==> src/rtl/cpu_lp_pkg.sv <==
package cpu_lp_pkg;

  typedef enum logic [2:0] {
    SEQ_IDLE     = 3'd0,
    SEQ_FLUSH    = 3'd1,
    SEQ_WAIT_WFI = 3'd2,
    SEQ_EXIT_COH = 3'd3,
    SEQ_PWR_OFF  = 3'd4
  } seq_state_e;

  typedef enum logic [1:0] {
    WG_NORMAL = 2'd0,
    WG_GATED  = 2'd1,
    WG_AWAKE  = 2'd2
  } wfi_state_e;

endpackage

==> src/rtl/lp_rst_sync.sv <==
module lp_rst_sync #(
  parameter int STAGES = 2
) (
  input  logic clk,
  input  logic rst_n,
  input  logic soft_rst_n,
  output logic soft_ok
);
  localparam int LAST = STAGES - 1;

  logic [STAGES-1:0] sync_q;

  generate
    if (STAGES == 1) begin : g_single
      always_ff @(posedge clk or negedge rst_n) begin
        if (!rst_n) sync_q <= '0;
        else        sync_q <= soft_rst_n;
      end
    end else begin : g_chain
      always_ff @(posedge clk or negedge rst_n) begin
        if (!rst_n) sync_q <= '0;
        else        sync_q <= {sync_q[STAGES-2:0], soft_rst_n};
      end
    end
  endgenerate

  assign soft_ok = sync_q[LAST];
endmodule

==> src/rtl/lp_pwr_seq.sv <==
module lp_pwr_seq
  import cpu_lp_pkg::*;
(
  input  logic       clk,
  input  logic       rst_n,
  input  logic       clr,
  input  logic       flush_req,
  input  logic       flush_done,
  input  logic       core_wfi,
  input  logic       coh_req,
  input  logic       coh_ack,
  output seq_state_e state,
  output logic       idle,
  output logic       pwr_off
);
  seq_state_e state_q, state_d;
  logic       coh_gone;

  assign coh_gone = !coh_req && !coh_ack;

  always_comb begin
    state_d = state_q;
    unique case (state_q)
      SEQ_IDLE:     if (flush_req)  state_d = SEQ_FLUSH;
      SEQ_FLUSH:    if (flush_done) state_d = SEQ_WAIT_WFI;
      SEQ_WAIT_WFI: if (core_wfi)   state_d = SEQ_EXIT_COH;
      SEQ_EXIT_COH: if (coh_gone)   state_d = SEQ_PWR_OFF;
      SEQ_PWR_OFF:                  state_d = SEQ_PWR_OFF;
      default:                      state_d = SEQ_IDLE;
    endcase
    if (clr) state_d = SEQ_IDLE;
  end

  always_ff @(posedge clk or negedge rst_n) begin
    if (!rst_n) state_q <= SEQ_IDLE;
    else        state_q <= state_d;
  end

  assign state   = state_q;
  assign idle    = (state_q == SEQ_IDLE);
  assign pwr_off = (state_q == SEQ_PWR_OFF);
endmodule

==> src/rtl/lp_wfi_gate.sv <==
module lp_wfi_gate
  import cpu_lp_pkg::*;
#(
  parameter int N_IRQ = 7
) (
  input  logic             clk,
  input  logic             rst_n,
  input  logic             clr,
  input  logic             seq_idle,
  input  logic             core_wfi,
  input  logic [N_IRQ-1:0] irq,
  input  logic             snp_pend,
  input  logic             gate_en,
  output wfi_state_e       state,
  output logic             gate_q
);
  wfi_state_e state_q, state_d;
  logic       wake;
  logic       gate_d;

  assign wake = (|irq) || snp_pend;

  always_comb begin
    state_d = state_q;
    unique case (state_q)
      WG_NORMAL: if (seq_idle && core_wfi && !wake) state_d = WG_GATED;
      WG_GATED:  if (wake)                          state_d = WG_AWAKE;
      WG_AWAKE:  if (!core_wfi)                     state_d = WG_NORMAL;
      default:                                      state_d = WG_NORMAL;
    endcase
    if (clr) state_d = WG_NORMAL;
  end

  assign gate_d = gate_en && (state_q == WG_GATED) && !clr;

  always_ff @(posedge clk or negedge rst_n) begin
    if (!rst_n) begin
      state_q <= WG_NORMAL;
      gate_q  <= 1'b0;
    end else begin
      state_q <= state_d;
      gate_q  <= gate_d;
    end
  end

  assign state = state_q;
endmodule

==> src/rtl/cpu_lp_ctrl.sv <==
module cpu_lp_ctrl
  import cpu_lp_pkg::*;
#(
  parameter int N_IRQ    = 7,
  parameter int RST_SYNC = 2
) (
  input  logic             clk,
  input  logic             rst_n,
  input  logic             soft_rst_n,
  input  logic             wfi_gate_en,
  input  logic             flush_req,
  input  logic             flush_done,
  input  logic             core_wfi,
  input  logic             coh_req,
  input  logic             coh_ack,
  input  logic             snp_pend,
  input  logic [N_IRQ-1:0] irq,
  output logic             clk_en,
  output logic             pwr_off_req
);
  logic       soft_ok;
  logic       clr;
  seq_state_e seq_state;
  logic       seq_idle;
  logic       seq_off;
  wfi_state_e wfi_state;
  logic       wfi_gate_q;
  logic       pd_gate_q, pd_gate_d;

  lp_rst_sync #(.STAGES(RST_SYNC)) i_rst_sync (
    .clk        (clk),
    .rst_n      (rst_n),
    .soft_rst_n (soft_rst_n),
    .soft_ok    (soft_ok)
  );

  assign clr = !soft_ok;

  lp_pwr_seq i_pwr_seq (
    .clk        (clk),
    .rst_n      (rst_n),
    .clr        (clr),
    .flush_req  (flush_req),
    .flush_done (flush_done),
    .core_wfi   (core_wfi),
    .coh_req    (coh_req),
    .coh_ack    (coh_ack),
    .state      (seq_state),
    .idle       (seq_idle),
    .pwr_off    (seq_off)
  );

  lp_wfi_gate #(.N_IRQ(N_IRQ)) i_wfi_gate (
    .clk      (clk),
    .rst_n    (rst_n),
    .clr      (clr),
    .seq_idle (seq_idle),
    .core_wfi (core_wfi),
    .irq      (irq),
    .snp_pend (snp_pend),
    .gate_en  (wfi_gate_en),
    .state    (wfi_state),
    .gate_q   (wfi_gate_q)
  );

  // Power-down gate: captured when the soft reset lands in power-off,
  // held until the synchronized soft reset is released.
  assign pd_gate_d = clr && (seq_off || pd_gate_q);

  always_ff @(posedge clk or negedge rst_n) begin
    if (!rst_n) pd_gate_q <= 1'b0;
    else        pd_gate_q <= pd_gate_d;
  end

  assign clk_en      = (!wfi_gate_q && !pd_gate_q) || snp_pend;
  assign pwr_off_req = seq_off;
endmodule

==> config.mk <==
export PLATFORM = sky130hd
export DESIGN_NAME = cpu_lp_ctrl
export DESIGN_NICKNAME = d
export VERILOG_FILES = /design/src/rtl/cpu_lp_pkg.sv /design/src/rtl/lp_rst_sync.sv /design/src/rtl/lp_pwr_seq.sv /design/src/rtl/lp_wfi_gate.sv /design/src/rtl/cpu_lp_ctrl.sv
export SDC_FILE = /design/constraint.sdc
export NUM_CORES = 1
export LEC_CHECK = 0
export CORE_AREA = 8 8 45 47
export DETAILED_ROUTE_END_ITERATION = 10
export DIE_AREA = 0 0 53 55
export MAX_ROUTING_LAYER = met4
export PLACE_DENSITY_LB_ADDON = 0.3
export SLEW_MARGIN = 40
export SYNTH_ARGS = -nofsm -noshare
export SYNTH_HDL_FRONTEND = slang
export SYNTH_SLANG_ARGS = --single-unit
==> constraint.sdc <==
create_clock -name clk -period 1.29 [get_ports clk]
set_input_delay 0.387 -clock clk [delete_from_list [all_inputs] [get_ports clk]]
set_output_delay 0.387 -clock clk [all_outputs]
set_load 0.1 [all_outputs]
==> results.json, run 1 <==
{
  "outcome": "finished with violations",
  "violations": "setup timing",
  "start_util_pct": 33.0,
  "p_sw_w": 0.000166,
  "synth_cell_type_count": 24,
  "crit_chain": "nor3b_4 > buf_12",
  "dr_total_vias": 401,
  "setup_slack_ps": -257,
  "ant_nets": 0,
  "root_buffer": "clkbuf_4",
  "slew_violations": 0,
  "grt_pass1_vias": 439,
  "synth_xor_area_share_pct": 0,
  "fin_nets": 86,
  "synth.yosys.seq_area_share_pct": 49.3,
  "synth_compound_area_share_pct": 18.9,
  "drtPass1Iterations": 4,
  "cts_inserted_buffers": 3,
  "clock.fmax_mhz": 646,
  "grt_pass1_wl_um": 1910,
  "clkLatencyLatePin_ps": 260,
  "cts_sinks": 9,
  "tightest_slew_ps": 396,
  "preCtsSetupSlack_ps": -316,
  "cts_tree": "done",
  "synth_edf_count": 0,
  "htree_levels": 1,
  "fin_crit_ps": 1550,
  "globalplace.congestion": 0.812,
  "io_buffers": 18,
  "combinationalPowerShare_pct": 23.3,
  "yosysMostFrequentCell": "dfrtp_1",
  "p_per_area_nw_per_um2": 807,
  "final-hold-violation-count": 0,
  "critPathBufInv": 1,
  "nFillCells": 113,
  "drive_above_1_share_pct": 41.2,
  "intPower_w": 0.000505,
  "post-dp-hpwl_um": 903,
  "share_seq_of_total_power_pct": 45.3,
  "synth_nets": 54,
  "slowest_stage": "dfrtp_2",
  "viasPerCell": 4.77,
  "antenna_found_initial": 0,
  "synth_area_leaders": "dfrtp_1 49%, a2111oi_4 6.0%, nor3b_2 5.5%",
  "crit_family": "flip-flops",
  "wl_per_cell_um": 14.3,
  "diodes": 0,
  "leakage_nw": 0.371,
  "grt_start_max_net_pins": 10,
  "synthSimpleGateAreaFrac_pct": 25.5,
  "end_kind": "output pin",
  "ir_drop_mv": 0.645,
  "hp-class": "reg2reg",
  "track_usage_pct": 9.82,
  "post-route-period-util_pct": 120,
  "crit_fanout": 2,
  "rows": 14,
  "critical-path-max-stage-delay_ps": 420,
  "syn_inst": 37,
  "clk_pin_slew_ps": 50,
  "final-setup-viol-count": 5,
  "crit_type": "reg2out",
  "rsz0062_at_grt": "yes",
  "placedCellCount": 78,
  "fin_skew_ps": 4.49,
  "synth_fa_ha_area_share_pct": 0,
  "synthTopCellsByCount": "9 x dfrtp_1, 4 x nor2_1, 2 x nor3b_2, 2 x nor4_1",
  "ys_warn_count": 0,
  "yosys.area.top_type": "dfrtp_1",
  "boundaryPins": 19,
  "startpoint_type": "flop",
  "required_ps": 900,
  "wirelength_um": 1200,
  "pwr-share-clk_pct": 31.5,
  "critPathArrivalTime_ps": 1160,
  "synth.avg_cell_area_um2": 12.3,
  "ff2ff_setup_slack_ps": -130,
  "stdcell_count": 84,
  "yosysTopAreaCellShare_pct": 49.3,
  "cts.path.max_buffers": 2,
  "switching_share_pct": 24.8,
  "relSlewSlack_pct": 73.5,
  "synth-main-ff-cell": "dfrtp_1",
  "syn_area_um2": 457,
  "hold_slack_ps": 352,
  "area_growth_pct": 82.2,
  "overflow": 0,
  "async_flop_share_pct": 100,
  "finalSetupTns_ps": -604,
  "die_h_um": 55,
  "synth_top_family_by_area": "simple AND/OR/NAND/NOR gates",
  "hold_buffers": 0,
  "die_w_um": 53,
  "ys_seq_elements": 9,
  "drt_iter0_markers": 11,
  "synth_mux_area_share_pct": 2.19,
  "drv_cap": 0,
  "dieArea_um2": 2920,
  "core-area_um2": 1380,
  "drc": 0
}
## stage by stage
stage                     utilization (%)  instance area, µm²  power (W)
after floorplan                         -                 468   0.000364
after global placement               53.3                 737   0.000442
after detailed placement             53.3                 737   0.000444
after CTS                            57.1                 790   0.000668
after global routing                 60.1                 832   0.000715
final                                60.1                 832   0.000671
## state kept, by name, indices dropped and copies added, names as in the netlist
| register | count |
|---|---|
| i_pwr_seq.state | 3 |
| i_wfi_gate.gate_q | 1 |
| i_wfi_gate.state | 2 |
| pd_gate_q | 1 |
| i_rst_sync.sync_q | 2 |
## metal layers
metal	vias to the layer above	GRT usage, %	share of wire [%]
met2	9	16.6	50
met3	5	5.88	6.4
met1	183	8.40	42
li1	204	-	-
met5	-	-	0
met4	0	5.17	2.2
## area by class of cell
cell class | instances | area [µm²] | share of cell area (%)
timing repair buffer | 28 | 280 | 33.7
multi-input combinational | 25 | 272 | 32.6
sequential | 9 | 226 | 27.2
clock buffer | 4 | 26.3 | 3.16
tap | 16 | 20.0 | 2.41
inverter | 2 | 7.51 | 0.902
## worst register-to-register path, cell delays in order, from the launching register on
cell	delay, ps
dfrtp_1	420
buf_4	150
buf_6	100
buf_4	130
nor4b_4	210
o211ai_1	150
nor3b_2	180
## kinds of logic (layout without fill, tap and decap cells)
logic type / count (synthesis) / count (layout)
AO/OA/AOI/OAI: 9 / 9
flip-flops: 9 / 9
multiplexers: 1 / 1
AND/OR/NAND/NOR: 15 / 15
buffers and inverters: 3 / 34
## power groups by stage
stage / Clock [W] / Sequential, W / Combinational [W]
after floorplan: 0 / 0.000309 / 0.0000545
after global placement: 0 / 0.000308 / 0.000134
after detailed placement: 0 / 0.000309 / 0.000135
after CTS: 0.000221 / 0.000303 / 0.000144
after global routing: 0.000242 / 0.000305 / 0.000167
final: 0.000211 / 0.000304 / 0.000156
## placed cells by master (no fill, tap or decap), types with 2 or more instances in the layout
| master | netlist | layout |
|---|---|---|
| buf_12 | 0 | 2 |
| clkbuf_4 | 0 | 3 |
| dfrtp_1 | 9 | 8 |
| nor2_1 | 4 | 4 |
| clkdlybuf4s50_1 | 0 | 11 |
| dlygate4sd2_1 | 0 | 3 |
| dlymetal6s2s_1 | 0 | 2 |
| buf_4 | 0 | 9 |
## path summary, 6_finish.rpt
kind | from | endpoint | depth (start not counted)
max in group asynchronous | rst_n | i_pwr_seq.state[0] | 1
hold / removal | i_rst_sync.sync_q[0] | i_rst_sync.sync_q[1] | 0
setup reg to reg | i_pwr_seq.state[1] | i_wfi_gate.state[0] | 6
setup / recovery | i_pwr_seq.state[0] | pwr_off_req | 2
hold reg to reg | i_rst_sync.sync_q[0] | i_rst_sync.sync_q[1] | 0
min in group asynchronous | rst_n | i_pwr_seq.state[1] | 1
## repair_timing
item,in CTS,in global routing
resized for setup,6,7
endpoints found under the setup margin,4,6
pin swaps,4,6
buffers inserted,1,1
No activity file was read; power rests on OpenSTA's default activity.
==> run 2, diff against run 1 <==
--- a/config.mk
+++ b/config.mk
@@ -8,6 +8,7 @@
 export CORE_AREA = 8 8 45 47
 export DETAILED_ROUTE_END_ITERATION = 10
 export DIE_AREA = 0 0 53 55
+export GPL_ROUTABILITY_DRIVEN = 0
 export MAX_ROUTING_LAYER = met4
 export PLACE_DENSITY_LB_ADDON = 0.3
 export SLEW_MARGIN = 40
==> results of run 2 <==
Same layout as run 1: the final DEF is identical, and so are final timing and power.
==> run 3, diff against run 2 <==
--- a/config.mk
+++ b/config.mk
@@ -5,9 +5,9 @@
 export SDC_FILE = /design/constraint.sdc
 export NUM_CORES = 1
 export LEC_CHECK = 0
-export CORE_AREA = 8 8 45 47
+export CORE_AREA = 2 2 39 41
 export DETAILED_ROUTE_END_ITERATION = 10
-export DIE_AREA = 0 0 53 55
+export DIE_AREA = 0 0 41 43
 export GPL_ROUTABILITY_DRIVEN = 0
 export MAX_ROUTING_LAYER = met4
 export PLACE_DENSITY_LB_ADDON = 0.3
==> run 3 against run 2 <==
Worst hold slack got worse by 4.6 ps. Total power decreased by 0.72%. Utilization decreased by 0.090 points. The flow still finishes with violations (setup timing). Final cell count unchanged. Clock-buffer cell count decreased by 1. Register-to-register slack improved by 100 ps. Die area decreased by 40%. Largest power group unchanged. Clock skew decreased by 3.4 ps. Clock power about the same.
==> results.json, run 3 (synthesis gave the netlist of run 1 again) <==
{
  "crit_fanout": 2,
  "core-area_um2": 1380,
  "post-route-period-util_pct": 120,
  "final_cell_mix": "11 x clkdlybuf4s50_1, 9 x buf_4, 8 x dfrtp_1, 4 x nor2_1",
  "drv_cap": 0,
  "fin_skew_ps": 1.13,
  "critPathArrivalTime_ps": 1160,
  "design_area_um2": 831,
  "ir_drop_mv": 0.695,
  "area_growth_pct": 81.9,
  "clock.fmax_mhz": 645,
  "ff_latch_area_um2": 226,
  "dr_total_vias": 409,
  "die_w_um": 41,
  "crit_chain": "nor3b_4 > buf_12",
  "drc": 0,
  "share_seq_of_total_power_pct": 45.7,
  "finalSetupTns_ps": -388,
  "critical-path-max-stage-delay_ps": 430,
  "drt_iter0_markers": 7,
  "ff2ff_setup_slack_ps": -30,
  "post-dp-hpwl_um": 754,
  "start_util_pct": 33.0,
  "violations": "setup timing",
  "clkLatencyLatePin_ps": 260,
  "htree_levels": 1,
  "r2r-end": "i_wfi_gate.state[0]",
  "critPathBufInv": 1,
  "final-hold-violation-count": 0,
  "grt_pass1_wl_um": 1770,
  "grt_start_max_net_pins": 10,
  "end_kind": "output pin",
  "intPower_w": 0.000498,
  "grt_pass1_vias": 394,
  "hold_slack_ps": 348,
  "viasPerCell": 4.87,
  "io_buffers": 18,
  "multiInputGateArea_um2": 265,
  "reg2reg_depth": 5,
  "dieArea_um2": 1760,
  "p_per_area_nw_per_um2": 802,
  "tightest_slew_ps": 386,
  "outcome": "finished with violations",
  "antenna_found_initial": 0,
  "cts_sinks": 9,
  "leakage_nw": 0.381,
  "hold_buffers": 0,
  "hold_start": "i_rst_sync.sync_q[0]",
  "worst_hold_path.endpoint": "i_rst_sync.sync_q[1]",
  "wl_per_cell_um": 12.4,
  "p_sw_w": 0.000168,
  "min_path_cells": 0,
  "die_h_um": 43,
  "startpoint_type": "flop",
  "hp-class": "reg2reg",
  "fin_nets": 86,
  "cts_inserted_buffers": 3,
  "diodes": 0,
  "slowest_stage": "dfrtp_2",
  "fin_crit_ps": 1550,
  "drive_above_1_share_pct": 41.2,
  "drtPass1Iterations": 3,
  "placed_area_um2": 737,
  "slew_violations": 0,
  "combinationalPowerShare_pct": 22.6,
  "rows": 14,
  "mostFrequentLayoutCell": "clkdlybuf4s50_1",
  "required_ps": 900,
  "largest_reg_flops": 3,
  "clk_pin_slew_ps": 60,
  "switching_share_pct": 25.2,
  "reg2reg_from": "i_pwr_seq.state[1]",
  "rsz0062_at_grt": "yes",
  "pwr-share-clk_pct": 31.8,
  "wirelength_um": 1040,
  "root_buffer": "clkbuf_4",
  "cts_tree": "done",
  "finalPower_w": 0.000666,
  "ant_nets": 0,
  "crit_family": "flip-flops",
  "fin_util_pct": 60.0,
  "final-setup-viol-count": 3,
  "crit_type": "reg2out",
  "boundaryPins": 19,
  "overflow": 0,
  "track_usage_pct": 15.6,
  "relSlewSlack_pct": 74.2,
  "cts.path.max_buffers": 2,
  "nFillCells": 114,
  "setup_slack_ps": -261
}
## run 3: per-stage QoR
| step | cells | worst slack (ps) |
|---|---|---|
| after global routing | 84 | -306 |
| after floorplan | 37 | -457 |
| final | 84 | -261 |
| after detailed placement | 78 | -334 |
| after global placement | 78 | -302 |
| after CTS | 83 | -260 |
## run 3: power by group through the flow
stage	combinational, W	sequential [W]	clock (W)
after global routing	0.000161	0.000305	0.000248
after global placement	0.000134	0.000309	0
after CTS	0.000147	0.000304	0.000220
after floorplan	0.0000545	0.000309	0
final	0.000150	0.000304	0.000212
after detailed placement	0.000135	0.000308	0
## run 3: how the worst max path moves through the flow
| stage | slack, ps | cells after the start | end | startpoint |
|---|---|---|---|---|
| 6_report | -260 | 2 | pwr_off_req | i_pwr_seq.state[0] |
| 3_3_place_gp | -300 | 5 | i_wfi_gate.state[1] | irq[5] |
| 4_1_cts | -260 | 2 | pwr_off_req | i_pwr_seq.state[1] |
| 5_1_grt | -310 | 2 | pwr_off_req | i_pwr_seq.state[0] |
| 3_5_place_dp | -330 | 5 | i_wfi_gate.state[1] | irq[5] |
| 2_1_floorplan | -460 | 2 | pwr_off_req | i_pwr_seq.state[1] |
## run 3: metal layers
metal	track usage (%)	up-vias	wire (µm)
met5	-	-	0
met4	4.00	0	0
met3	7.85	0	46
met2	21.9	8	576
met1	19.6	200	419
li1	-	201	-
## run 3: cell type report
cell class	instances	area share, %
inverters	2	0.904
well taps	16	2.41
repair buffers	28	34.2
clock inverters	1	0.602
clock buffers	3	2.71
multi-input cells	25	31.9
flip-flops and latches	9	27.3
## run 3: repair_timing
item                       4_1_cts  5_1_grt
pin swaps                        5        9
resized for setup                6        6
buffers inserted                 1        1
setup endpoints to repair        4        5
